$ cat src/rtl/tsb_pkg.sv
package tsb_pkg;
    typedef enum logic [1:0] {
        ST_IDLE    = 2'b00,
        ST_PENDING = 2'b01,
        ST_OVERRUN = 2'b11
    } unit_state_e;

    localparam logic [1:0] SEL_CFG     = 2'd0;
    localparam logic [1:0] SEL_STATUS  = 2'd1;
    localparam logic [1:0] SEL_CAPTURE = 2'd2;
    localparam logic [1:0] SEL_TIME    = 2'd3;

    localparam int DATA_W       = 32;
    localparam int CFG_EN_BIT   = 0;
    localparam int CFG_EDGE_LSB = 1;
    localparam int CFG_SRC_LSB  = 8;
endpackage

$ cat src/rtl/tsb_timebase.sv
module tsb_timebase #(
    parameter int TB_W     = 31,
    parameter int TICK_DIV = 3
) (
    input  logic            clk,
    input  logic            rst_n,
    output logic [TB_W-1:0] tb
);
    localparam int PRE_W = (TICK_DIV > 1) ? $clog2(TICK_DIV) : 1;
    localparam logic [PRE_W-1:0] PRE_LAST = PRE_W'(TICK_DIV - 1);

    logic [PRE_W-1:0] pre_q;
    logic             tick;

    assign tick = (pre_q == PRE_LAST);

    always_ff @(posedge clk or negedge rst_n) begin
        if (!rst_n) begin
            pre_q <= '0;
            tb    <= '0;
        end else begin
            pre_q <= tick ? '0 : pre_q + PRE_W'(1);
            if (tick) tb <= tb + TB_W'(1);
        end
    end

    AST_TB_HOLD: assert property (@(posedge clk) disable iff (!rst_n)
        !tick |=> $stable(tb));
    AST_TB_STEP: assert property (@(posedge clk) disable iff (!rst_n)
        tick |=> (tb == $past(tb) + TB_W'(1)));
endmodule

$ cat src/rtl/tsb_sync.sv
module tsb_sync #(
    parameter int N = 12
) (
    input  logic         clk,
    input  logic         rst_n,
    input  logic [N-1:0] din,
    output logic [N-1:0] rise,
    output logic [N-1:0] fall
);
    logic [N-1:0] meta_q, sync_q, prev_q;

    always_ff @(posedge clk or negedge rst_n) begin
        if (!rst_n) begin
            meta_q <= '0;
            sync_q <= '0;
            prev_q <= '0;
        end else begin
            meta_q <= din;
            sync_q <= meta_q;
            prev_q <= sync_q;
        end
    end

    assign rise = sync_q & ~prev_q;
    assign fall = ~sync_q & prev_q;

    AST_RISE_FROM_PIN: assert property (@(posedge clk) disable iff (!rst_n)
        (rise != '0) |-> (($past(din, 2) & rise) == rise));
endmodule

$ cat src/rtl/tsb_unit.sv
module tsb_unit
    import tsb_pkg::*;
#(
    parameter int NUM_SRC = 12,
    parameter int SEL_W   = 4,
    parameter int TB_W    = 31
) (
    input  logic               clk,
    input  logic               rst_n,
    input  logic               cfg_en,
    input  logic [1:0]         cfg_edge,
    input  logic [SEL_W-1:0]   cfg_src,
    input  logic [NUM_SRC-1:0] rise_vec,
    input  logic [NUM_SRC-1:0] fall_vec,
    input  logic               clr,
    input  logic [TB_W-1:0]    tb,
    output logic [TB_W-1:0]    cap,
    output logic               pending,
    output logic               overrun,
    output logic               irq
);
    unit_state_e state_q, state_d;
    logic sel_rise, sel_fall, trig;

    always_comb begin
        sel_rise = 1'b0;
        sel_fall = 1'b0;
        if (int'(cfg_src) < NUM_SRC) begin
            sel_rise = rise_vec[cfg_src];
            sel_fall = fall_vec[cfg_src];
        end
    end

    assign trig = cfg_en & ((cfg_edge[0] & sel_rise) | (cfg_edge[1] & sel_fall));

    always_ff @(posedge clk or negedge rst_n) begin
        if (!rst_n) state_q <= ST_IDLE;
        else        state_q <= state_d;
    end

    always_comb begin
        state_d = state_q;
        unique case (state_q)
            ST_IDLE: begin
                if (trig) state_d = ST_PENDING;
            end
            ST_PENDING: begin
                if (trig)     state_d = clr ? ST_PENDING : ST_OVERRUN;
                else if (clr) state_d = ST_IDLE;
            end
            ST_OVERRUN: begin
                if (trig)     state_d = clr ? ST_PENDING : ST_OVERRUN;
                else if (clr) state_d = ST_IDLE;
            end
            default: state_d = ST_IDLE;
        endcase
    end

    always_ff @(posedge clk or negedge rst_n) begin
        if (!rst_n)    cap <= '0;
        else if (trig) cap <= tb;
    end

    always_comb begin
        pending = (state_q != ST_IDLE);
        overrun = (state_q == ST_OVERRUN);
        irq     = cfg_en & pending;
    end

    AST_OVR_AFTER_PEND: assert property (@(posedge clk) disable iff (!rst_n)
        (state_q == ST_OVERRUN) |-> ($past(state_q) != ST_IDLE));
    AST_DISABLED_HOLDS: assert property (@(posedge clk) disable iff (!rst_n)
        !cfg_en |=> ($stable(cap) && ($past(clr) || $stable(state_q))));
endmodule

$ cat src/rtl/tstamp_capture_bank.sv
module tstamp_capture_bank
    import tsb_pkg::*;
#(
    parameter int NUM_UNITS  = 12,
    parameter int NUM_PINS   = 8,
    parameter int NUM_EVENTS = 4,
    parameter int TB_W       = 31,
    parameter int TICK_DIV   = 3,
    localparam int UNIT_W    = (NUM_UNITS > 1) ? $clog2(NUM_UNITS) : 1,
    localparam int ADDR_W    = UNIT_W + 2
) (
    input  logic                  clk,
    input  logic                  rst_n,
    input  logic [NUM_PINS-1:0]   pin_in,
    input  logic [NUM_EVENTS-1:0] evt_in,
    input  logic                  wr_en,
    input  logic [ADDR_W-1:0]     wr_addr,
    input  logic [31:0]           wr_data,
    input  logic [ADDR_W-1:0]     rd_addr,
    output logic [31:0]           rd_data,
    output logic [NUM_UNITS-1:0]  irq
);
    localparam int NUM_SRC = NUM_PINS + NUM_EVENTS;
    localparam int SEL_W   = $clog2(NUM_SRC);

    logic [TB_W-1:0]    tb;
    logic [NUM_SRC-1:0] rise_vec, fall_vec;
    logic [UNIT_W-1:0]  wr_unit, rd_unit;
    logic [1:0]         wr_sel, rd_sel;

    logic               en_w   [NUM_UNITS];
    logic [1:0]         edge_w [NUM_UNITS];
    logic [SEL_W-1:0]   src_w  [NUM_UNITS];
    logic [TB_W-1:0]    cap_w  [NUM_UNITS];
    logic               pend_w [NUM_UNITS];
    logic               ovr_w  [NUM_UNITS];

    logic unused_wr_bits;
    assign unused_wr_bits = ^{wr_data[31:CFG_SRC_LSB+SEL_W], wr_data[CFG_SRC_LSB-1:3]};

    assign wr_unit = wr_addr[ADDR_W-1:2];
    assign wr_sel  = wr_addr[1:0];
    assign rd_unit = rd_addr[ADDR_W-1:2];
    assign rd_sel  = rd_addr[1:0];

    tsb_timebase #(.TB_W(TB_W), .TICK_DIV(TICK_DIV)) u_timebase (
        .clk(clk), .rst_n(rst_n), .tb(tb)
    );

    tsb_sync #(.N(NUM_SRC)) u_sync (
        .clk(clk), .rst_n(rst_n), .din({evt_in, pin_in}),
        .rise(rise_vec), .fall(fall_vec)
    );

    for (genvar g = 0; g < NUM_UNITS; g++) begin : gen_unit
        logic             en_q;
        logic [1:0]       edge_q;
        logic [SEL_W-1:0] src_q;
        logic             hit;
        logic             clr;

        assign hit = wr_en && (wr_unit == UNIT_W'(g));
        assign clr = hit && (wr_sel == SEL_STATUS) && wr_data[0];

        always_ff @(posedge clk or negedge rst_n) begin
            if (!rst_n) begin
                en_q   <= 1'b0;
                edge_q <= 2'b00;
                src_q  <= '0;
            end else if (hit && (wr_sel == SEL_CFG)) begin
                en_q   <= wr_data[CFG_EN_BIT];
                edge_q <= wr_data[CFG_EDGE_LSB +: 2];
                src_q  <= wr_data[CFG_SRC_LSB +: SEL_W];
            end
        end

        assign en_w[g]   = en_q;
        assign edge_w[g] = edge_q;
        assign src_w[g]  = src_q;

        tsb_unit #(.NUM_SRC(NUM_SRC), .SEL_W(SEL_W), .TB_W(TB_W)) u_unit (
            .clk(clk), .rst_n(rst_n),
            .cfg_en(en_q), .cfg_edge(edge_q), .cfg_src(src_q),
            .rise_vec(rise_vec), .fall_vec(fall_vec),
            .clr(clr), .tb(tb),
            .cap(cap_w[g]), .pending(pend_w[g]), .overrun(ovr_w[g]),
            .irq(irq[g])
        );
    end

    always_comb begin
        rd_data = '0;
        if (rd_sel == SEL_TIME) begin
            rd_data = DATA_W'(tb);
        end else if (int'(rd_unit) < NUM_UNITS) begin
            case (rd_sel)
                SEL_CFG: begin
                    rd_data[CFG_EN_BIT]             = en_w[rd_unit];
                    rd_data[CFG_EDGE_LSB +: 2]      = edge_w[rd_unit];
                    rd_data[CFG_SRC_LSB +: SEL_W]   = src_w[rd_unit];
                end
                SEL_STATUS:  rd_data[1:0] = {ovr_w[rd_unit], pend_w[rd_unit]};
                SEL_CAPTURE: rd_data      = DATA_W'(cap_w[rd_unit]);
                default:     rd_data      = '0;
            endcase
        end
    end
endmodule

$ cat config.mk
export PLATFORM = sky130hd
export DESIGN_NAME = tstamp_capture_bank
export DESIGN_NICKNAME = d
export VERILOG_FILES = /design/src/rtl/tsb_pkg.sv /design/src/rtl/tsb_timebase.sv /design/src/rtl/tsb_sync.sv /design/src/rtl/tsb_unit.sv /design/src/rtl/tstamp_capture_bank.sv
export SDC_FILE = /design/constraint.sdc
export NUM_CORES = 1
export LEC_CHECK = 0
export BUFFER_PORTS_ARGS = -buffer_cell sky130_fd_sc_hd__buf_2
export CAP_MARGIN = 40
export CELL_PAD_IN_SITES_DETAIL_PLACEMENT = 1
export CELL_PAD_IN_SITES_GLOBAL_PLACEMENT = 1
export CORE_ASPECT_RATIO = 0.75
export CORE_UTILIZATION = 34
export CTS_CLUSTER_DIAMETER = 120
export CTS_CLUSTER_SIZE = 8
export DETAILED_ROUTE_END_ITERATION = 10
export HOLD_SLACK_MARGIN = 0.02
export PLACE_DENSITY_LB_ADDON = 0.3
export SYNTH_ARGS = -nofsm -noshare
export SYNTH_HDL_FRONTEND = slang
export SYNTH_SLANG_ARGS = --single-unit
export TNS_END_PERCENT = 5
$ cat constraint.sdc
create_clock -name clk -period 2.9 [get_ports clk]
set_input_delay 0.29 -clock clk [delete_from_list [all_inputs] [get_ports clk]]
set_output_delay 0.29 -clock clk [all_outputs]
set_load 0.01 [all_outputs]
# [Word-level counts from Yosys, hierarchy flattened]
# Cells that the tools add are included.
[totals] reg_bits=549 in_bits=59
[classes] add_sub_neg=2 order_cmp=26 eq_ne=64 muxes=158 bitwise=65 n_reduce_logical=99
[op_table] cell="$bmux 31 s4" n=1
[op_table] cell="$mux 31" n=4
[op_table] cell="$bmux 1 s4" n=27
[op_table] cell="$mux 2" n=51
[op_table] cell="$lt 4x5->1 const B" n=12
[op_table] cell="$mux 1" n=54
[op_table] cell="$lt 4x4->1 const B" n=13
[op_table] cell="$and 1x1->1" n=48
[op_table] cell="$logic_and 1x1->1" n=48
[op_table] cell="$pmux 2 s2" n=12
[op_table] cell="$ne 3x1->1 const B" n=12
[op_table] cell="$add 31x1->31 const B" n=1
[op_table] cell="$eq 2x2->1 const B" n=15
[op_table] cell="$eq 2x1->1 const B" n=14
[op_table] cell="$logic_not 2->1" n=14
[op_table] cell="$and 12x12->12" n=2
[op_table] cell="$ne 2x1->1 const B" n=12
[op_table] cell="$not 12->12" n=2
[op_table] cell="$reduce_and 2->1" n=12
[op_table] cell="$reduce_bool 2->1" n=12
[op_table] cell="$reduce_or 2->1" n=12
[op_table] cell="$mux 19" n=1
[op_table] cell="$bmux 4 s4" n=1
[op_table] cell="$eq 4x3->1 const B" n=4
[op_table] cell="14 further kinds" n=30

# [Logic depth before layout (Yosys ltp)]
[depth] word_depth=10 mapped_depth=9 ltp_nobuf=7

# [Modules after synthesis]
# From an unflattened synthesis, not the netlist that was laid out.
[unflattened] hier_cells=4585 hier_area_um2=45802.7
[modules_own_cells] mod="tsb_unit" n_inst=12 cells_each=312 area_per_inst_um2=2966.6
[modules_own_cells] mod="tstamp_capture_bank" n_inst=1 cells_each=655 area_per_inst_um2=7599.8
[modules_own_cells] mod="tsb_timebase" n_inst=1 cells_each=126 area_per_inst_um2=1492.7
[modules_own_cells] mod="tsb_sync" n_inst=1 cells_each=60 area_per_inst_um2=1111.1

# [Least setup slack after synthesis]
# OpenSTA, ideal clock, no wires.
[synth_timing] kind="register to register" start="reg gen_unit[4].src_q[1]" end="reg gen_unit[4].u_unit.cap[0]" setup_ns=0.128 arrival_ns=2.361 required_ns=2.772 setup_slack_ns=0.411 path_stages_with_launch=8 n_path_buf=2 period_less_slack_ns=2.489 path_cell_list="dfrtp_1 > clkbuf_1 > mux4_2 > a221oi_1 > a21oi_1 > a21oi_2 > buf_2 > mux2_1"
[synth_via] elab_chain_cells=6
[synth_lines] item="start, declared" line_no="tstamp_capture_bank.sv:58" rtl="logic [SEL_W-1:0] src_q;"
[synth_lines] item="start signal, assigned" line_no="tstamp_capture_bank.sv:73" rtl="src_q <= wr_data[CFG_SRC_LSB +: SEL_W];"
[synth_lines] item="$bmux 1 s4 (on tied branches)" line_no="tsb_unit.sv:29, tsb_unit.sv:30"
[synth_lines] item="$mux 1 (on tied branches)" line_no="tsb_unit.sv:29, tsb_unit.sv:30"
[synth_lines] item="$mux 1" line_no="tsb_unit.sv:28" rtl="if (int'(cfg_src) < NUM_SRC) begin"
[synth_lines] item="$and 1x1->1" line_no="tsb_unit.sv:34" rtl="assign trig = cfg_en & ((cfg_edge[0] & sel_rise) | (cfg_edge[1] & sel_fall));"
[synth_lines] item="$or 1x1->1 *" line_no="tsb_unit.sv:34"
[synth_lines] item="$and 1x1->1 *" line_no="tsb_unit.sv:34"
[synth_lines] item="end signal, assigned" line_no="tsb_unit.sv:61" rtl="else if (trig) cap <= tb;"
[synth_lines] item="end, declared" line_no="tsb_unit.sv:17" rtl="output logic [TB_W-1:0] cap,"
# Every way passes the cells marked *; elsewhere a longest branch is shown, timed or not. The select of a mux whose other input is x is not followed.
# A chain may end at the register's enable or synchronous reset.

# [Final worst setup path]
[layout_timing] start="reg u_sync.prev_q[0]" end="reg gen_unit[8].u_unit.cap[26]"
[layout_via] elab_chain_cells=8
[layout_lines] item="start, declared" line_no="tsb_sync.sv:10" rtl="logic [N-1:0] meta_q, sync_q, prev_q;"
[layout_lines] item="start signal, assigned" line_no="tsb_sync.sv:20" rtl="prev_q <= sync_q;"
[layout_lines] item="$not 12->12" line_no="tsb_sync.sv:24" rtl="assign rise = sync_q & ~prev_q;"
[layout_lines] item="$and 12x12->12" line_no="tsb_sync.sv:24"
[layout_lines] item="$bmux 1 s4" line_no="tsb_unit.sv:29" rtl="sel_rise = rise_vec[cfg_src];"
[layout_lines] item="$mux 1 (not written as such)" line_no="tsb_unit.sv:29"
[layout_lines] item="$mux 1" line_no="tsb_unit.sv:28"
[layout_lines] item="$and 1x1->1" line_no="tsb_unit.sv:34"
[layout_lines] item="$or 1x1->1 *" line_no="tsb_unit.sv:34"
[layout_lines] item="$and 1x1->1 *" line_no="tsb_unit.sv:34"
[layout_lines] item="end signal, assigned" line_no="tsb_unit.sv:61"
[layout_lines] item="end, declared" line_no="tsb_unit.sv:17"
# Marked as above.

==> results.toml <==
[run_status]
status = "finished with violations"
violations = "setup timing"

[final_layout]
drive_above_1_share_pct = 24.98
num-nets-final = 2806
finalInstanceArea_sq_um = 36130
final_core_util_pct = 40.05
area_delta_synth_final_pct = 15.80

[floorplanning]
core_area_sq_um = 90220
start_util_pct = 34.59
die_area_sq_um = 93000
placementRows = 95
dieHeight_um = 264.4
pin_count = 103
die_x_um = 351.8

[setup_path]
critPathArrivalTime_ns = 3.43
criticalPathCategory = "flip-flop to flip-flop"
endpoint_kind = "flip-flop"
setup.worst_path.start_class = "flip-flop"
r2r_start = "u_sync.prev_q[0]$_DFF_PN0_"
cp.buffers_inverters = 2
cp_max_fo = 14
path_cells = "buf_4 -> nor2b_1 -> mux4_2 -> a21oi_1 -> a2111oi_4 -> o21ai_4 -> buf_12 -> mux2_1"
worstReg2RegEnd = "gen_unit[8].u_unit.cap[26]$_DFFE_PN0P_"
r2r_cells = 8
cp.required_ns = 3.39
cpLargestDelayFamily = "multiplexers"
slowest_delay_ns = 0.65
startpoint = "u_sync.prev_q[0]$_DFF_PN0_"
reg2reg_slack_ns = -0.04
critPathSlowestCell = "nor2b_1"
cp-endpoint = "gen_unit[8].u_unit.cap[26]$_DFFE_PN0P_"
crit_cells = 8

[logic_synthesis]
synthesis.area_sq_um = 31200
synth_seq_area_share_pct = 44.03
synth_top_area_share_pct = 44.03
synth.net_count = 2786
ys_ff_latch = 549
synth.top_cells.by_area = "dfrtp_1 (44%), mux4_2 (13%), mux2_1 (8.8%)"
synth_flop_cell = "dfrtp_1"
synthDistinctLibCells = 69
yosys_warnings = 0
avgSynthCellArea_sq_um = 11.45
async_reset_ff_share_pct = 100.0
synth_edf_count = 0
yosys.area.top_type = "dfrtp_1"
netlist_instances = 2726

[sta]
layout_min_cycle_time_ns = 2.941
skew_ns = 0.03090
maxSlewHeadroom_pct = 43.69
slew_violations = 0
period_share_pct = 101.4
setup_viol = 29
finalSetupTns_ns = -0.5114
fin_hold_ws_ns = 0.1436
hold_viol = 0
fmax_mhz = 340.0
worst_slack_ns = -0.04087
worst_slew_pin_slew_ns = 0.8429
rsz0062_at_grt = "true"

[global_routing]
grt_max_degree = 97
grt.total_usage_pct = 23.54
grt_pass1_wl_um = 166300
antenna_found_initial = 5
grt-ovfl-total = 0
first_global_vias = 26640

[clocking]
cts.sinks = 549
clkTransAtPathRegs_ns = 0.06
cts_buffer_depth = 3
cts_tree = "done"
cts-htree-levels = 3
cts_root_buf = "clkbuf_16"
clk_latency_ns = 0.63
numCtsBuffers = 78

[power_and_ir_drop]
ir_worst_vdd_v = 0.0003366
power.density_nw_per_um2 = 577.8
leakagePower_nw = 15.47

[route]
antenna_left = 0
routed-via-count = 24450
drt_iter0_drc = 2029
dr.pass1.iters = 5
wl_per_cell_um = 27.38
via_per_inst = 6.163
drc = 0
wl_um = 108600

[place]
dp_hpwl_um = 67450
place_ws_ns = -0.04361
io_buffers = 76
gp_congestion = 0.8808
place_area_sq_um = 33580

[flow_run]
drv_cap = 0

[hold_path]
hold_class = "input pin to flip-flop"
-- synthesized netlist by cell type (all sizes together) (8+ instances only) --
cell       n
a2111oi   12
a211oi    19
a21oi    151
a221oi     8
a22oi     14
a31oi      8
and3b      8
buf       84
clkbuf   237
dfrtp    549
inv      152
mux2     334
mux2i     25
mux4     184
nand2    226
nand2b    13
nand3     14
nand4    129
nor2      26
nor2b     35
nor3      17
nor3b     14
o211a     25
o211ai    60
o21a      16
o21ai     32
o22ai    133
o311ai    95
xnor2     19
xor2      11
-- layout by cell type, fill, tap and decap left out, types with 12 or more instances in the layout --
master / instances
o211a_1: 25
a22oi_1: 14
nand3_1: 14
dlygate4sd3_1: 13
buf_2: 73
inv_1: 150
o22ai_1: 133
nand2b_1: 13
dfrtp_1: 533
o211ai_1: 60
o21ai_0: 18
a21oi_1: 149
buf_12: 44
clkbuf_16: 82
o21a_1: 16
buf_4: 122
nor2_1: 22
mux4_2: 184
nor3_1: 13
nand4_1: 129
o311ai_1: 92
xnor2_1: 19
nor3b_1: 14
mux2i_1: 25
nor2b_1: 29
a211oi_1: 18
dfrtp_2: 12
nand2_1: 226
mux2_1: 245
mux2_2: 89
-- power breakdown --
| part | switching, mW | internal (mW) | total [mW] |
|---|---|---|---|
| clock network | 3.39 | 4.85 | 8.24 |
| registers | 0.471 | 8.08 | 8.55 |
| logic | 2.59 | 1.51 | 4.09 |
| total | 6.45 | 14.4 | 20.9 |
-- layout make-up --
class | count | area (sq um)
diodes | 1 | 2.502
repair buffers | 261 | 2477
inverters | 153 | 574.3
clock inverters | 5 | 47.55
clock buffers | 83 | 2013
well taps | 1212 | 1516
flip-flops and latches | 549 | 13770
multi-input cells | 1703 | 15740
fillers | 9494 | 54080
-- per-layer routing --
layer / routed length (um) / part of all wire [%] / GRT usage, % / vias up
met2: 49640 / 46 / 36.29 / 929
met4: 2946 / 2.7 / 7.568 / 0
met3: 8075 / 7.4 / 4.638 / 193
li1: - / - / - / 10310
met5: 0 / 0 / 0.05233 / -
met1: 47980 / 44 / 33.18 / 13020
-- cells by family after synthesis --
family,after synthesis,synth area share [%]
compound gates,607,13.89
flops,549,44.03
mux,543,26.14
simple gates,521,8.629
buf+inv,474,6.424
xor+xnor,30,0.8420
fa+ha+maj,1,0.04009
other cells,1,0.01202
-- worst register-to-register path: stages, from the launching register on --
cell and delay [ns]:
dfrtp_1 0.38, buf_4 0.14, nor2b_1 0.65, mux4_2 0.38, a21oi_1 0.06, a2111oi_4 0.42
o21ai_4 0.20, buf_12 0.23, mux2_1 0.33
-- registers in the layout, summed over array words and instances, names as in the netlist --
name                     count
gen_unit.edge_q             24
gen_unit.en_q               12
gen_unit.src_q              48
gen_unit.u_unit.cap        372
gen_unit.u_unit.state_q     24
u_sync.meta_q               12
u_sync.prev_q               12
u_sync.sync_q               12
u_timebase.pre_q             2
u_timebase.tb               31
-- how the worst min path moves through the flow --
stage / endpoint / cells after the start / slack [ns] / start
2_1_floorplan: gen_unit[0].edge_q[0]$_DFFE_PN0P_ / 0 / -0.006 / rst_n
3_3_place_gp: gen_unit[2].u_unit.cap[5]$_DFFE_PN0P_ / 1 / 0.28 / rst_n
3_5_place_dp: gen_unit[0].u_unit.cap[4]$_DFFE_PN0P_ / 1 / 0.30 / rst_n
4_1_cts: gen_unit[7].en_q$_DFFE_PN0P_ / 2 / 0.09 / wr_data[0]
5_1_grt: gen_unit[6].en_q$_DFFE_PN0P_ / 2 / 0.14 / wr_data[0]
6_report: gen_unit[7].en_q$_DFFE_PN0P_ / 2 / 0.14 / wr_data[0]
-- through the flow --
| step | cells | total power [mW] |
|---|---|---|
| floorplan | 2726 | 10.75 |
| global placement | 3837 | 12.34 |
| detailed placement | 3849 | 12.56 |
| CTS | 3958 | 20.95 |
| global route | 3966 | 21.63 |
| finish | 3967 | 20.88 |
-- repair_timing --
action	CTS	global route
hold buffers	13	0
cloned	1	2
buffers inserted	7	7
hold endpoints to repair	58	0
endpoints found under the setup margin	68	158
pin swaps	2	6
resized for setup	25	29
Power figures use the tool's default switching activity.
